## src/rtl/can_accf_pkg.sv

```systemverilog
package can_accf_pkg;
  localparam int unsigned ID_W   = 11;
  localparam int unsigned VEC_W  = ID_W + 1;
  localparam int unsigned DATA_W = 8;
  localparam int unsigned LO_W   = VEC_W - DATA_W;
endpackage

```

## src/rtl/accf_regs.sv

```systemverilog
module accf_regs
  import can_accf_pkg::*;
#(
  parameter int unsigned NUM_PAIRS = 2,
  localparam int unsigned PAIR_W   = $clog2(NUM_PAIRS),
  localparam int unsigned ADDR_W   = PAIR_W + 2
) (
  input  logic                              clk_i,
  input  logic                              rst_ni,
  input  logic                              wr_en_i,
  input  logic [ADDR_W-1:0]                 addr_i,
  input  logic [DATA_W-1:0]                 wdata_i,
  output logic [DATA_W-1:0]                 rdata_o,
  output logic [NUM_PAIRS-1:0][VEC_W-1:0]   filt_o,
  output logic [NUM_PAIRS-1:0][VEC_W-1:0]   mask_o
);
  logic [PAIR_W-1:0] sel_pair;
  logic              is_mask, is_low;
  logic [VEC_W-1:0]  word;
  logic [NUM_PAIRS-1:0][VEC_W-1:0] filt_q, mask_q;

  assign sel_pair = addr_i[ADDR_W-1:2];
  assign is_mask  = addr_i[1];
  assign is_low   = addr_i[0];

  for (genvar p = 0; p < NUM_PAIRS; p++) begin : g_pair
    logic hit_wr;
    assign hit_wr = wr_en_i && (sel_pair == PAIR_W'(p));

    // no reset: contents undefined until software writes them
    always_ff @(posedge clk_i) begin
      if (hit_wr && !is_mask) begin
        if (is_low) filt_q[p][LO_W-1:0]     <= wdata_i[DATA_W-1 -: LO_W];
        else        filt_q[p][VEC_W-1:LO_W] <= wdata_i;
      end
      if (hit_wr && is_mask) begin
        if (is_low) mask_q[p][LO_W-1:0]     <= wdata_i[DATA_W-1 -: LO_W];
        else        mask_q[p][VEC_W-1:LO_W] <= wdata_i;
      end
    end


    hi_wr_keeps_lo_chk: assert property (@(posedge clk_i) disable iff (!rst_ni)
      (hit_wr && !is_low) |=> ($stable(filt_q[p][LO_W-1:0]) && $stable(mask_q[p][LO_W-1:0])));
  end

  always_comb begin
    word = is_mask ? mask_q[sel_pair] : filt_q[sel_pair];
    if (is_low) rdata_o = {word[LO_W-1:0], {(DATA_W-LO_W){1'b0}}};
    else        rdata_o = word[VEC_W-1 -: DATA_W];
  end

  assign filt_o = filt_q;
  assign mask_o = mask_q;
endmodule

```

## src/rtl/accf_cmp.sv

```systemverilog
module accf_cmp
  import can_accf_pkg::*;
(
  input  logic [VEC_W-1:0] vec_i,
  input  logic [VEC_W-1:0] filt_i,
  input  logic [VEC_W-1:0] mask_i,
  output logic             hit_o
);
  // mask 1 = compare, 0 = don't care
  assign hit_o = ~|((vec_i ^ filt_i) & mask_i);
endmodule

```

## src/rtl/accf_sel.sv

```systemverilog
module accf_sel #(
  parameter int unsigned NUM_PAIRS = 2,
  localparam int unsigned IDX_W    = $clog2(NUM_PAIRS)
) (
  input  logic [NUM_PAIRS-1:0] hit_i,
  output logic                 any_o,
  output logic [IDX_W-1:0]     idx_o
);
  // lowest index wins
  always_comb begin
    idx_o = '0;
    for (int i = NUM_PAIRS - 1; i >= 0; i--) begin
      if (hit_i[i]) idx_o = IDX_W'(i);
    end
  end
  assign any_o = |hit_i;
endmodule

```

## src/rtl/can_accf.sv

```systemverilog
module can_accf
  import can_accf_pkg::*;
#(
  parameter int unsigned NUM_PAIRS = 2,
  localparam int unsigned PAIR_W   = $clog2(NUM_PAIRS),
  localparam int unsigned ADDR_W   = PAIR_W + 2
) (
  input  logic              clk_i,
  input  logic              rst_ni,
  input  logic              wr_en_i,
  input  logic [ADDR_W-1:0] addr_i,
  input  logic [DATA_W-1:0] wdata_i,
  output logic [DATA_W-1:0] rdata_o,
  input  logic [ID_W-1:0]   id_i,
  input  logic              rtr_i,
  input  logic              frame_valid_i,
  output logic              accept_o,
  output logic [PAIR_W-1:0] match_idx_o
);
  logic [NUM_PAIRS-1:0][VEC_W-1:0] filt, mask;
  logic [NUM_PAIRS-1:0]            hit;
  logic [VEC_W-1:0]                vec;
  logic                            any_hit;
  logic [PAIR_W-1:0]               win_idx;
  logic                            accept_q;
  logic [PAIR_W-1:0]               idx_q;

  assign vec = {id_i, rtr_i};

  accf_regs #(.NUM_PAIRS(NUM_PAIRS)) u_regs (
    .clk_i   (clk_i),
    .rst_ni  (rst_ni),
    .wr_en_i (wr_en_i),
    .addr_i  (addr_i),
    .wdata_i (wdata_i),
    .rdata_o (rdata_o),
    .filt_o  (filt),
    .mask_o  (mask)
  );

  for (genvar p = 0; p < NUM_PAIRS; p++) begin : g_cmp
    accf_cmp u_cmp (
      .vec_i  (vec),
      .filt_i (filt[p]),
      .mask_i (mask[p]),
      .hit_o  (hit[p])
    );
  end

  accf_sel #(.NUM_PAIRS(NUM_PAIRS)) u_sel (
    .hit_i (hit),
    .any_o (any_hit),
    .idx_o (win_idx)
  );

  always_ff @(posedge clk_i or negedge rst_ni) begin
    if (!rst_ni) begin
      accept_q <= 1'b0;
      idx_q    <= '0;
    end else if (frame_valid_i) begin
      accept_q <= any_hit;
      idx_q    <= any_hit ? win_idx : '0;
    end
  end

  assign accept_o    = accept_q;
  assign match_idx_o = idx_q;


  hold_chk: assert property (@(posedge clk_i) disable iff (!rst_ni)
    !frame_valid_i |=> ($stable(accept_o) && $stable(match_idx_o)));

  prio_chk: assert property (@(posedge clk_i) disable iff (!rst_ni)
    (frame_valid_i && hit[0]) |=> (accept_o && match_idx_o == '0));

  idx1_chk: assert property (@(posedge clk_i) disable iff (!rst_ni)
    (frame_valid_i && !hit[0] && hit[1]) |=> (accept_o && match_idx_o == PAIR_W'(1)));

  noacc_idx_chk: assert property (@(posedge clk_i) disable iff (!rst_ni)
    !accept_o |-> (match_idx_o == '0));
endmodule

```

## config.mk

```make
export PLATFORM = sky130hd
export DESIGN_NAME = can_accf
export DESIGN_NICKNAME = d
export VERILOG_FILES = /design/src/rtl/can_accf_pkg.sv /design/src/rtl/accf_regs.sv /design/src/rtl/accf_cmp.sv /design/src/rtl/accf_sel.sv /design/src/rtl/can_accf.sv
export SDC_FILE = /design/constraint.sdc
export NUM_CORES = 1
export LEC_CHECK = 0
export CAP_MARGIN = 5
export CORE_MARGIN = 2
export CORE_UTILIZATION = 53
export DETAILED_ROUTE_END_ITERATION = 16
export PLACE_DENSITY_LB_ADDON = 0.05
export SYNTH_ARGS = -nofsm -noshare
export SYNTH_HDL_FRONTEND = slang
export SYNTH_HIERARCHICAL = 1
export SYNTH_SLANG_ARGS = --single-unit
```

## constraint.sdc

```tcl
create_clock -name clk_i -period 2.1 [get_ports clk_i]
set_input_delay 0.315 -clock clk_i [delete_from_list [all_inputs] [get_ports clk_i]]
set_output_delay 0.315 -clock clk_i [all_outputs]
set_load 0.05 [all_outputs]
```

## Yosys cells after proc, flatten, opt, wreduce, memory -nomap -nowiden

Index checks and enable logic that the tools add are counted.

| word-level totals | value |
|---|---|
| bits in writable memories | 0 |
| output and inout port bits | 10 |
| memories | 0 |
| word-level logic and storage cells | 46 |
| ROM bits | 0 |
| input port bits | 27 |
| bits in latches | 0 |
| register bits | 50 |

| operators by class | value |
|---|---|
| shifts and indexed selects | 0 |
| multiply operators | 0 |
| divide/modulo/power cells | 0 |
| reduce and logical (&&, ||, !) cells | 20 |
| muxes and demuxes | 9 |
| $add $sub $neg | 0 |
| magnitude comparators | 1 |
| bitwise gates (word level) | 6 |
| equality and inequality tests | 0 |

Operators by type and width:

| kind | number |
|---|---|
| $mux 12 | 5 |
| $and 12x12->12 | 2 |
| $reduce_or 12->1 | 2 |
| $xor 12x12->12 | 2 |
| $reduce_and 2->1 | 8 |
| $mux 8 | 1 |
| $logic_and 1x1->1 | 6 |
| $logic_not 1->1 | 3 |
| $mux 1 | 3 |
| $lt 1x2->1 const B | 1 |
| $not 1->1 | 2 |
| $reduce_or 2->1 | 1 |

## Longest topological paths before layout

Gate-level depths: netlist of run 1.

| depth | value |
|---|---|
| depth in word-level cells | 6 |
| mapped depth | 7 |
| depth with buffers taken out | 7 |

## By module

Netlist of run 1, hierarchy kept.

Modules (own cells, without submodules):

| module | area each (um^2) | seq. area each (um^2) | cells each | instances |
|---|---|---|---|---|
| accf_regs | 1920.6 | 1441.4 | 85 | 1 |
| accf_cmp | 177.7 | 0.0 | 19 | 2 |
| can_accf | 78.8 | 50.0 | 6 | 1 |
| accf_sel | 12.5 | 0.0 | 2 | 1 |

## Worst setup path after synthesis of run 1

No wires, ideal clock.

| timing path | value |
|---|---|
| path type | input -> output |
| start | in addr_i[2] |
| end | out rdata_o[3] |
| data arrival time | 1.592 ns |
| setup slack | 0.193 ns |
| cell stages on the path | 4 |
| required time | 1.785 ns |
| path through | buf_6 buf_8 mux4_1 nor2b_1 |

| on the way | value |
|---|---|
| cells in the longest elaborated chain, start to end | 4 |
| elaborated cells between the ends (all ways) | 6 |
| classes of those cells | mux (6) |

Ends and longest elaborated chain:

| item | RTL line | RTL |
|---|---|---|
| from (decl) | can_accf.sv:11 | `input logic [ADDR_W-1:0] addr_i,` |
| $mux 12 (implied by the code) (2 in series) | accf_regs.sv:48 | `word = is_mask ? mask_q[sel_pair] : filt_q[sel_pair];` |
| $mux 12 * | accf_regs.sv:48 |  |
| $mux 8 * | accf_regs.sv:49 | `if (is_low) rdata_o = {word[LO_W-1:0], {(DATA_W-LO_W){1'b0}}};` |
| to (decl) | can_accf.sv:13 | `output logic [DATA_W-1:0] rdata_o,` |

Every way passes the cells marked *; elsewhere a longest branch is shown, timed or not. The select of a mux whose other input is x is not followed.

## Worst setup path in the final report of run 1

| timing path | value |
|---|---|
| start | in addr_i[1] |
| end | out rdata_o[5] |

| on the way | value |
|---|---|
| cells in the longest elaborated chain, start to end | 2 |

Ends and longest elaborated chain:

| item | RTL line |
|---|---|
| $mux 12 | accf_regs.sv:48 |
| $mux 8 | accf_regs.sv:49 |

No other way between the ends.

==> PnR_summary.wiki, run 1 <==
{| class="wikitable"
! Metric !! Value
|-
| Cell area after synthesis || 2370 sq um
|-
| DR WL/cell || 20.8 um
|-
| Violation count after the first detailed-route iteration || 144
|-
| Number of nets still failing antenna checks after routing || 0
|-
| Cts-stage hold buffer count || 0
|-
| FILL cells || 291
|-
| Clock latency on the worst-skew pair || 0.30 ns
|-
| Count of H-tree levels built during CTS || 2
|-
| I/O Pins || 37
|-
| Worst EP arrival || 1.74 ns
|-
| Initial antenna violation count || 0
|-
| Number of enable flip-flop cells after synthesis || 48
|-
| Data required time of the critical path || 1.78 ns
|-
| Final core utilization || 72.0%
|-
| Ratio of cells with drive above 1 in the final layout || 26.9%
|-
| Switching Fraction || 21.4%
|-
| Power share of the clock group || 35.7%
|-
| Half-perimeter wire length after placement || 3780 um
|-
| Final cell count without fillers || 245
|-
| Flop pwr share || 50.0%
|-
| Relative area change from synthesis to final layout || 31.6%
|-
| Setup Viol. Count Final || 0
|-
| Total DRC errors in the routed layout || 0
|-
| Critical path capture point type || output pin
|-
| CTS Root Buffer Type || clkbuf_8
|-
| Top cell type's share of synthesized area || 60.9%
|-
| Worst setup path category || primary input to output pin
|-
| Cell taking the most area after synthesis || edfxtp_1
|-
| Leading post-synthesis cells by cell area || edfxtp_1 (61%), mux4_1 (12%), xor2_1 (8.1%)
|-
| Total number of vias || 1404
|-
| Post-synthesis register bit count || 50
|-
| Worst R2R Setup Slack || 0.41 ns
|-
| Hold slack || 0.165 ns
|-
| Antenna cell count || 0
|-
| Slew HR || 67.5%
|-
| YS warnings || 6
|-
| Max-slew violation total from the final report || 0
|-
| Count of standard-cell rows || 24
|-
| Hold Path Class || primary input to async pin
|-
| Per-instance average area after synthesis || 18.1 sq um
|-
| Die Width || 70.8 um
|-
| Final wirelength || 5100 um
|-
| Number of cells after detailed placement || 233
|-
| Via density || 5.73
|-
| Global-route wire length before repair || 8130 um
|-
| Detailed-routing iteration count for the pre-antenna-repair pass || 4
|-
| Inserted Clock Buffers || 5
|-
| Final count of hold timing violations || 0
|-
| Leakage || 1.16 nW
|-
| Commonest cells post-synth || edfxtp_1 (48), xor2_1 (22), mux4_1 (11)
|-
| Switch Pwr || 0.489 mW
|-
| Internal cell power || 1.80 mW
|-
| Post-synthesis sequential area ratio || 63.0%
|-
| Synthesized net count || 158
|-
| Core ar. || 4320 sq um
|-
| Setup skew after layout || 0.00328 ns
|-
| Maximum number of pins on one net before global-route repair || 16
|-
| F_max || 0.487 GHz
|-
| Number of clock sinks seen by CTS || 50
|-
| Result of the run || completed
|-
| Count leader, synth || edfxtp_1
|-
| Most frequently used flop master after synthesis || edfxtp_1
|-
| Vias in the first global route || 1508
|-
| Peak VDD IR || 0.000610 V
|-
| Clock slew seen by the registers of the worst setup and hold paths || 0.09 ns
|-
| Total global routing track utilization || 22.3%
|-
| Number of buffers on the longest clock path || 2
|-
| Number of different library cells in the post-synthesis netlist || 26
|-
| Maximum Capacitance Violations || 0
|-
| Final setup margin || 0.0459 ns
|-
| Count of nets after finishing || 219
|-
| GR Overflow Total || 0
|-
| Period utilisation layout || 97.8%
|-
| Clock tree from TritonCTS || done
|-
| Number of buffers added on ports || 36
|-
| Starting utilization of the core area || 54.7%
|-
| Crit Path Max Fanout || 7
|-
| Unrepaired setup endpoints after global routing || false
|-
| Die Y || 70.8 um
|-
| Ratio of total power to cell area || 735 nW/um^2
|-
| Post-Place Setup Slack || -0.265 ns
|-
| Full die area || 5020 sq um
|-
| Mapped Cells || 131
|-
| Relative contribution of combinational cells to total power || 14.3%
|-
| Worst-margin pin slew || 0.487 ns
|-
| Minimum period implied by the final worst setup slack || 2.05 ns
|-
| GP Congestion || 0.892
|-
| Share of synthesized flip-flops with an asynchronous set or reset || 4.00%
|-
| Startpoint types || primary input
|}
[power by group through the flow]
stage	sequential (mW)	clock, mW	combinational (mW)
CTS	1.15	0.826	0.328
global route	1.15	0.875	0.347
finish	1.15	0.817	0.328
detailed placement	1.17	0	0.308
global placement	1.17	0	0.301
floorplan	1.17	0	0.164
[critical path, stage by stage]
cell	delay (ns)
clkdlybuf4s50_1	0.71
buf_4	0.20
mux2_2	0.33
buf_4	0.19
[registers in the layout, indices dropped and copies added (netlist names)]
| signal | count |
|---|---|
| u_regs/filt_o | 24 |
| match_idx_o | 1 |
| u_regs/mask_o | 24 |
| accept_o | 1 |
[what timing repair did]
action,in CTS,in global routing
setup endpoints to repair,8,8
buffers inserted,2,1
cloned,1,0
gates resized for setup,8,3
[kinds of logic after synthesis]
family,share of synthesized area [%]
muxes,15.9
DFF,63.0
AOI/OAI and AO/OA,5.18
xor gates and xnor gates,9.51
and+or+nand+nor,4.86
buffers and inverters,1.58
[cells in the final DEF, fill, tap and decap left out, types with 3 or more instances in the layout]
cell	instances
mux4_1	9
mux2_2	3
nor2b_1	4
mux4_2	3
clkdlybuf4s50_1	27
buf_4	22
xor2_1	22
nor2_1	6
a22o_1	6
edfxtp_1	48
a221oi_1	4
buf_12	3
clkbuf_8	6
buf_6	4
[path summary, 6_finish.rpt]
| path | startpoint | to | cells past startpoint |
|---|---|---|---|
| min in group clk_i | accept_o$_DFFE_PN0P_ | accept_o$_DFFE_PN0P_ | 1 |
| max in group asynchronous | rst_ni | match_idx_o$_DFFE_PN0P_ | 1 |
| hold reg to reg | accept_o$_DFFE_PN0P_ | accept_o$_DFFE_PN0P_ | 1 |
| setup reg to reg | u_regs/filt_o[13]$_DFFE_PP_ | match_idx_o$_DFFE_PN0P_ | 7 |
| hold / removal | rst_ni | accept_o$_DFFE_PN0P_ | 1 |
| setup / recovery | addr_i[1] | rdata_o[5] | 4 |
[metrics by stage]
step / total power [mW] / cell area [sq um] / TNS [ns]
after floorplan: 1.33 / 2370 / 0
after global placement: 1.47 / 2900 / -1.76
after detailed placement: 1.48 / 2900 / -2.04
after CTS: 2.30 / 3110 / 0
after global routing: 2.37 / 3120 / 0
final: 2.29 / 3120 / 0
[metal layers]
metal	part of all wire, %	global-route usage [%]	vias up
met5	0	0	-
met4	1.5	6.50	0
met3	8.0	6.55	7
met2	48	34.9	69
met1	42	31.1	685
li1	-	-	643
[layout make-up]
type                    instances  area (sq um)  area share, %
multi-input cells              76           833           26.7
clock inverters                 2          60.1           1.93
clock buffers                   6          82.6           2.65
inverters                       1          3.75          0.120
flip-flops and latches         50          1490           47.9
repair buffers                 58           579           18.6
well taps                      52          65.1           2.09
(Power assumes the default switching activity.)
==> run 2, diff against run 1 <==
- ABC_AREA: default -> 1
- CORE_UTILIZATION: 53 -> 55
==> PnR_summary.wiki, run 2 <==
{| class="wikitable"
! Metric !! Value
|-
| Peak per-stage delay on the critical path || 0.44 ns (was 0.71 ns)
|-
| Synthesized net count || 381 (was 158)
|-
| Clock slew seen by the registers of the worst setup and hold paths || 0.08 ns (was 0.09 ns)
|-
| Starting utilization of the core area || 58.2% (was 54.7%)
|-
| Violation count after the first detailed-route iteration || 106 (was 144)
|-
| Vias in the first global route || 2201 (was 1508)
|-
| Total negative setup slack || 0 ns (unchanged)
|-
| Worst setup path category || primary input to output pin (unchanged)
|-
| Post-synthesis register bit count || 50 (unchanged)
|-
| Full die area || 5690 sq um (was 5020 sq um)
|-
| Sequential Area || 1490 sq um (unchanged)
|-
| Number of enable flip-flop cells after synthesis || 48 (unchanged)
|-
| Setup skew after layout || 0.00660 ns (was 0.00328 ns)
|-
| Cell area after synthesis || 2810 sq um (was 2370 sq um)
|-
| YS warnings || 6 (unchanged)
|-
| DR WL/cell || 12.4 um (was 20.8 um)
|-
| Footprint of the multi-input gates || 926 sq um (was 833 sq um)
|-
| Max Used Layer || met4 (unchanged)
|-
| Post-synthesis sequential area ratio || 53.2% (was 63.0%)
|-
| Number of buffers inserted to repair setup after CTS || 0 (was 2)
|-
| Total number of vias || 2294 (was 1404)
|-
| Largest family of logic cells by synthesized area || simple AND/OR/NAND/NOR gates (was multiplexers)
|-
| Top cell type's share of synthesized area || 51.4% (was 60.9%)
|-
| Number of cells after detailed placement || 461 (was 233)
|-
| Total global routing track utilization || 22.6% (was 22.3%)
|-
| Slew HR || 65.8% (was 67.5%)
|-
| Cell taking the most area after synthesis || edfxtp_1 (unchanged)
|-
| CTS Root Buffer Type || clkbuf_8 (unchanged)
|-
| FILL cells || 394 (was 291)
|-
| Period utilisation layout || 97.5% (was 97.8%)
|-
| M1 WL || 2370 um (was 2150 um)
|-
| Half-perimeter wire length after placement || 4360 um (was 3780 um)
|-
| Global-route wire length before repair || 9260 um (was 8130 um)
|-
| Final wirelength || 5810 um (was 5100 um)
|-
| Ratio of total power to cell area || 588 nW/um^2 (was 735 nW/um^2)
|-
| Per-instance average area after synthesis || 7.92 sq um (was 18.1 sq um)
|-
| Relative area change from synthesis to final layout || 22.7% (was 31.6%)
|-
| Met3 Routed Length || 383 um (was 410 um)
|-
| Die Y || 75.4 um (was 70.8 um)
|-
| GP Congestion || 0.852 (was 0.892)
|-
| Reg2reg end || match_idx_o$_DFFE_PN0P_ (unchanged)
|-
| Portion of netlist area occupied by mux cells || 0% (was 15.9%)
|-
| Clock tree from TritonCTS || done (unchanged)
|-
| Most frequently used flop master after synthesis || edfxtp_1 (unchanged)
|-
| Count of H-tree levels built during CTS || 2 (unchanged)
|-
| Routed wire length on met2 || 2950 um (was 2460 um)
|-
| Leading post-synthesis cells by cell area || edfxtp_1 (51%), nand2_1 (19%), inv_1 (11%) (was edfxtp_1 (61%), mux4_1 (12%), xor2_1 (8.1%))
|-
| Commonest cells post-synth || nand2_1 (142), inv_1 (80), edfxtp_1 (48) (was edfxtp_1 (48), xor2_1 (22), mux4_1 (11))
|-
| Count of cells along the worst register-to-register path || 11 (was 7)
|-
| Clock latency on the worst-skew pair || 0.29 ns (was 0.30 ns)
|-
| Critical path capture point type || output pin (unchanged)
|-
| Count of standard-cell rows || 25 (was 24)
|-
| Result of the run || completed (unchanged)
|-
| Ratio of cells with drive above 1 in the final layout || 10.2% (was 26.9%)
|-
| Number of nets still failing antenna checks after routing || 0 (unchanged)
|-
| Leakage || 1.71 nW (was 1.16 nW)
|-
| Worst EP arrival || 1.73 ns (was 1.74 ns)
|-
| Mapped Cells || 354 (was 131)
|-
| Startpoint types || primary input (unchanged)
|-
| Via density || 4.89 (was 5.73)
|-
| Share of synthesized flip-flops with an asynchronous set or reset || 4.00% (unchanged)
|-
| Cell with the largest stage delay on the worst path || clkdlybuf4s50_1 (unchanged)
|-
| Crit-path cells || clkdlybuf4s50_1 -> buf_12 -> inv_8 -> nand2_2 -> nand2_1 -> nand2_1 -> a21oi_1 -> buf_12 (was clkdlybuf4s50_1 -> buf_4 -> mux2_2 -> buf_4)
|-
| Worst R2R Setup Slack || 0.70 ns (was 0.41 ns)
|-
| Count of nets after finishing || 428 (was 219)
|-
| Max-slew violation total from the final report || 0 (unchanged)
|-
| Maximum Capacitance Violations || 0 (unchanged)
|-
| Synthesized-area fraction occupied by adder cells || 0% (unchanged)
|-
| Data required time of the critical path || 1.78 ns (about the same)
|-
| Total power consumption of the routed design || 2.02 mW (was 2.29 mW)
|-
| Unrepaired setup endpoints after global routing || false (unchanged)
|-
| Number of clock sinks seen by CTS || 50 (unchanged)
|-
| Inserted Clock Buffers || 5 (unchanged)
|-
| Most common library cell in the layout ignoring fill and taps || nand2_1 (was edfxtp_1)
|-
| GR Overflow Total || 0 (unchanged)
|-
| Peak VDD IR || 0.000364 V (was 0.000610 V)
|-
| Most frequent cells in the layout || nand2_1 (142), inv_1 (80), edfxtp_1 (48), nand3_1 (39), clkdlybuf4s50_1 (28) (was edfxtp_1 (48), clkdlybuf4s50_1 (27), xor2_1 (22), buf_4 (22), mux4_1 (9))
|-
| Final cell count without fillers || 469 (was 245)
|-
| Total DRC errors in the routed layout || 0 (unchanged)
|-
| Antenna cell count || 0 (unchanged)
|-
| Minimum period implied by the final worst setup slack || 2.05 ns (about the same)
|-
| Number of buffers added on ports || 36 (unchanged)
|-
| Xor-xnor portion of the synthesized cell area || 0% (was 9.51%)
|-
| Core ar. || 4820 sq um (was 4320 sq um)
|-
| Synth Area in Compound Gates || 0.714% (was 5.18%)
|-
| Die Width || 75.4 um (was 70.8 um)
|-
| F_max || 0.488 GHz (was 0.487 GHz)
|-
| Hold Path Class || primary input to async pin (unchanged)
|-
| Post-synthesis simple-gate area fraction || 31.9% (was 4.86%)
|-
| Crit Path Max Fanout || 27 (was 7)
|-
| Count leader, synth || nand2_1 (was edfxtp_1)
|-
| Final count of hold timing violations || 0 (unchanged)
|-
| Initial antenna violation count || 0 (unchanged)
|-
| Worst-margin pin slew || 0.512 ns (was 0.487 ns)
|-
| Maximum number of pins on one net before global-route repair || 28 (was 16)
|-
| Detailed-routing iteration count for the pre-antenna-repair pass || 4 (unchanged)
|-
| Setup Viol. Count Final || 0 (unchanged)
|-
| Number of buffers on the longest clock path || 2 (unchanged)
|-
| I/O Pins || 37 (unchanged)
|-
| Origin of the critical flop-to-flop path || u_regs/filt_o[7]$_DFFE_PP_ (was u_regs/filt_o[13]$_DFFE_PP_)
|-
| Number of different library cells in the post-synthesis netlist || 17 (was 26)
|}
## run 2: cell count changes in the layout (fill, tap and decap cells not counted), sizes merged, moves of 4 or more
cell / delta
nand2: +144
inv: +81
nand3: +44
xor2: -24
mux4: -12
buf: -10
nor2: +9
a221oi: -6
a22o: -6
mux2: -5
nor2b: -5
a21oi: +4
## run 2: report_power, final
| part | switching, mW | total (mW) | internal (mW) |
|---|---|---|---|
| Combinational | 0.207 | 0.365 | 0.158 |
| Clock | 0.285 | 0.515 | 0.229 |
| Sequential | 0.0181 | 1.14 | 1.13 |
| Total | 0.510 | 2.02 | 1.51 |
## run 2: how the worst max path moves through the flow
stage / cells after the start / endpoint / slack (ns) / from
final: 8 / rdata_o[3] / 0.05 / addr_i[2]
after global routing: 8 / rdata_o[3] / 0.001 / addr_i[2]
after CTS: 8 / rdata_o[1] / 0.07 / addr_i[2]
after detailed placement: 8 / rdata_o[3] / 0.07 / addr_i[2]
after global placement: 8 / rdata_o[1] / 0.08 / addr_i[2]
after floorplan: 7 / rdata_o[0] / 0.25 / addr_i[2]
## run 2: critical path: cells and delay by family
family	cells	cell delay, ns
compound gates	1	0.28
buf+inv	4	0.96
simple gates	3	0.17
## run 2: final cells by class
| type | instances | area share, % |
|---|---|---|
| inverter | 82 | 9.16 |
| tap | 67 | 2.44 |
| timing repair buffer | 48 | 15.8 |
| multi-input combinational | 214 | 26.9 |
| sequential | 50 | 43.3 |
| clock inverter | 2 | 0.255 |
| clock buffer | 6 | 2.11 |
## run 2: stage by stage
| stage | utilization (%) | instance area (sq um) | setup slack [ns] | hold slack, ns |
|---|---|---|---|---|
| floorplan | - | 2810 | 0.254 | 0.0194 |
| global placement | 69.5 | 3350 | 0.0837 | 0.466 |
| detailed placement | 69.5 | 3350 | 0.0723 | 0.474 |
| CTS | 71.2 | 3430 | 0.0673 | 0.164 |
| global route | 71.4 | 3440 | 0.000986 | 0.151 |
| finish | 71.4 | 3440 | 0.0524 | 0.169 |
## run 2: logic make-up (layout without fill, tap and decap cells)
logic type / count (synthesis) / count (layout)
AO/OA/AOI/OAI: 4 / 4
AND/OR/NAND/NOR: 210 / 210
buffers and inverters: 90 / 138
flip-flops: 50 / 50
## run 2: repair_timing
item	4_1_cts	5_1_grt
hold buffers	0	0
setup endpoints to repair	0	3
resized for setup	0	3
## run 2: per-layer routing
metal,GRT usage [%],vias up
met4,9.94,0
met2,40.0,76
met3,4.37,13
met5,0,-
li1,-,1170
met1,26.7,1035
==> run 3, diff against run 2 <==
- CTS_CLUSTER_SIZE: default -> 40
- PLACE_DENSITY: default -> 0.79
- PLACE_DENSITY_LB_ADDON: 0.05 -> default
==> PnR_summary.wiki, run 3 (synthesis results as in run 2) <==
{| class="wikitable"
! Metric !! Value
|-
| Via density || 4.89 (about the same)
|-
| Area post-placement || 3340 sq um (was 3350 sq um)
|-
| Clock slew seen by the registers of the worst setup and hold paths || 0.09 ns (was 0.08 ns)
|-
| Final count of hold timing violations || 0 (unchanged)
|-
| Relative area change from synthesis to final layout || 22.7% (about the same)
|-
| Total negative setup slack || 0 ns (unchanged)
|-
| Data required time of the critical path || 1.78 ns (about the same)
|-
| Die Y || 75.4 um (unchanged)
|-
| Global-route wire length before repair || 9780 um (was 9260 um)
|-
| Clock latency on the worst-skew pair || 0.30 ns (was 0.29 ns)
|-
| Inserted Clock Buffers || 5 (unchanged)
|-
| DR WL/cell || 12.8 um (was 12.4 um)
|-
| Number of buffers inserted to repair setup after CTS || 0 (unchanged)
|-
| Number of buffers added on ports || 36 (unchanged)
|-
| Ratio of cells with drive above 1 in the final layout || 10.5% (was 10.2%)
|-
| Max-slew violation total from the final report || 0 (unchanged)
|-
| Total number of vias || 2287 (was 2294)
|-
| CTS Root Buffer Type || clkbuf_8 (unchanged)
|-
| Ratio of total power to cell area || 595 nW/um^2 (was 588 nW/um^2)
|-
| GR Overflow Total || 0 (unchanged)
|-
| Leakage || 1.71 nW (about the same)
|-
| Total global routing track utilization || 23.5% (was 22.6%)
|-
| Count of H-tree levels built during CTS || 2 (unchanged)
|-
| Die Width || 75.4 um (unchanged)
|-
| Setup skew after layout || 0.00464 ns (was 0.00660 ns)
|-
| Vias in the first global route || 2172 (was 2201)
|-
| Critical path buffers and inverters || 4 (unchanged)
|-
| Total DRC errors in the routed layout || 0 (unchanged)
|-
| Setup Viol. Count Final || 0 (unchanged)
|-
| Cell with the largest stage delay on the worst path || clkdlybuf4s50_1 (unchanged)
|-
| Half-perimeter wire length after placement || 4550 um (was 4360 um)
|-
| Final wirelength || 6000 um (was 5810 um)
|-
| Full die area || 5690 sq um (unchanged)
|-
| Crit-path cells || clkdlybuf4s50_1 -> buf_12 -> inv_8 -> nand2_2 -> nand2_1 -> nand2_1 -> a21oi_1 -> buf_12 (unchanged)
|-
| Count of nets after finishing || 427 (was 428)
|-
| I/O Pins || 37 (unchanged)
|-
| Count of standard-cell rows || 25 (unchanged)
|-
| Worst-margin pin slew || 0.502 ns (was 0.512 ns)
|-
| Crit Path Max Fanout || 27 (unchanged)
|-
| Number of nets still failing antenna checks after routing || 0 (unchanged)
|-
| Crit path from || addr_i[2] (unchanged)
|-
| Starting utilization of the core area || 58.2% (unchanged)
|-
| Detailed-routing iteration count for the pre-antenna-repair pass || 4 (unchanged)
|-
| Maximum number of pins on one net before global-route repair || 28 (unchanged)
|-
| Minimum period implied by the final worst setup slack || 2.04 ns (was 2.05 ns)
|-
| Number of clock sinks seen by CTS || 50 (unchanged)
|-
| Slew HR || 66.5% (was 65.8%)
|-
| Initial antenna violation count || 0 (unchanged)
|-
| Result of the run || completed (unchanged)
|-
| Unrepaired setup endpoints after global routing || false (unchanged)
|-
| Maximum Capacitance Violations || 0 (unchanged)
|-
| Startpoint types || primary input (unchanged)
|-
| Core ar. || 4820 sq um (unchanged)
|-
| Worst setup path category || primary input to output pin (unchanged)
|-
| Top delay family on crit path || buffers and inverters (unchanged)
|-
| Design Area, Final || 3440 sq um (about the same)
|-
| Peak per-stage delay on the critical path || 0.45 ns (was 0.44 ns)
|-
| Period utilisation layout || 97.2% (was 97.5%)
|-
| Critical path capture point type || output pin (unchanged)
|-
| Origin of the critical flop-to-flop path || u_regs/filt_o[3]$_DFFE_PP_ (was u_regs/filt_o[7]$_DFFE_PP_)
|-
| Number of buffers on the longest clock path || 2 (unchanged)
|-
| Peak VDD IR || 0.000641 V (was 0.000364 V)
|-
| GP Congestion || 0.822 (was 0.852)
|-
| Antenna cell count || 0 (unchanged)
|-
| Violation count after the first detailed-route iteration || 136 (was 106)
|-
| Clock tree from TritonCTS || done (unchanged)
|-
| Hold Path Class || primary input to async pin (unchanged)
|-
| F_max || 0.490 GHz (was 0.488 GHz)
|-
| Most frequent cells in the layout || nand2_1 (142), inv_1 (80), edfxtp_1 (48), nand3_1 (39), clkdlybuf4s50_1 (28) (unchanged)
|-
| Worst EP arrival || 1.73 ns (about the same)
|-
| Most common library cell in the layout ignoring fill and taps || nand2_1 (unchanged)
|}
-- run 3: final timing paths --
check	endpoint	slack, ns	cells past startpoint
worst max-delay path	rdata_o[0]	0.06	8
worst min-delay path	match_idx_o$_DFFE_PN0P_	0.16	1
worst max register to register	match_idx_o$_DFFE_PN0P_	0.72	11
worst min register to register	accept_o$_DFFE_PN0P_	0.50	2
max in group asynchronous	accept_o$_DFFE_PN0P_	1.82	1
min in group clk_i	accept_o$_DFFE_PN0P_	0.50	2
-- run 3: layout make-up --
| cell class | count | area (sq um) |
|---|---|---|
| Inverter | 82 | 315 |
| Clock inverter | 3 | 21.3 |
| Sequential cell | 50 | 1490 |
| Clock buffer | 5 | 68.8 |
| Tap cell | 67 | 83.8 |
| Multi-Input combinational cell | 214 | 926 |
| Timing Repair Buffer | 47 | 536 |
| Fill cell | 397 | 1380 |
-- run 3: metrics by stage --
step / worst slack [ns] / util, % / instances / hold WS [ns] / power [mW]
after floorplan: 0.254 / - / 354 / 0.0194 / 1.36
after global routing: 0.0112 / 71.5 / 468 / 0.156 / 2.14
after global placement: 0.0948 / 69.4 / 460 / 0.466 / 1.52
after CTS: 0.0140 / 71.2 / 468 / 0.154 / 2.06
final: 0.0585 / 71.5 / 468 / 0.164 / 2.05
after detailed placement: 0.0834 / 69.4 / 460 / 0.481 / 1.53
-- run 3: repair_timing --
action | in CTS | in global routing
resized for setup | 0 | 3
endpoints found under the setup margin | 0 | 3
hold buffers | 0 | 0
-- run 3: routing by layer --
metal / up-vias / global-route usage, % / wire, um
met3: 13 / 4.76 / 374
met1: 1038 / 28.4 / 2440
li1: 1169 / - / -
met2: 67 / 40.9 / 3060
met4: 0 / 10.1 / 123
met5: - / 0 / 0
-- run 3: worst reg2reg max path: cells and delay by family (launching register included) --
family	cells	cell delay, ns
buffers and inverters	2	0.13
DFF	1	0.44
and+or+nand+nor	9	0.76
-- run 3: power breakdown --
group	total, mW	switching (mW)	internal, mW
clock	0.538	0.304	0.234
sequential	1.15	0.0197	1.13
combinational	0.364	0.207	0.157
total	2.05	0.531	1.52
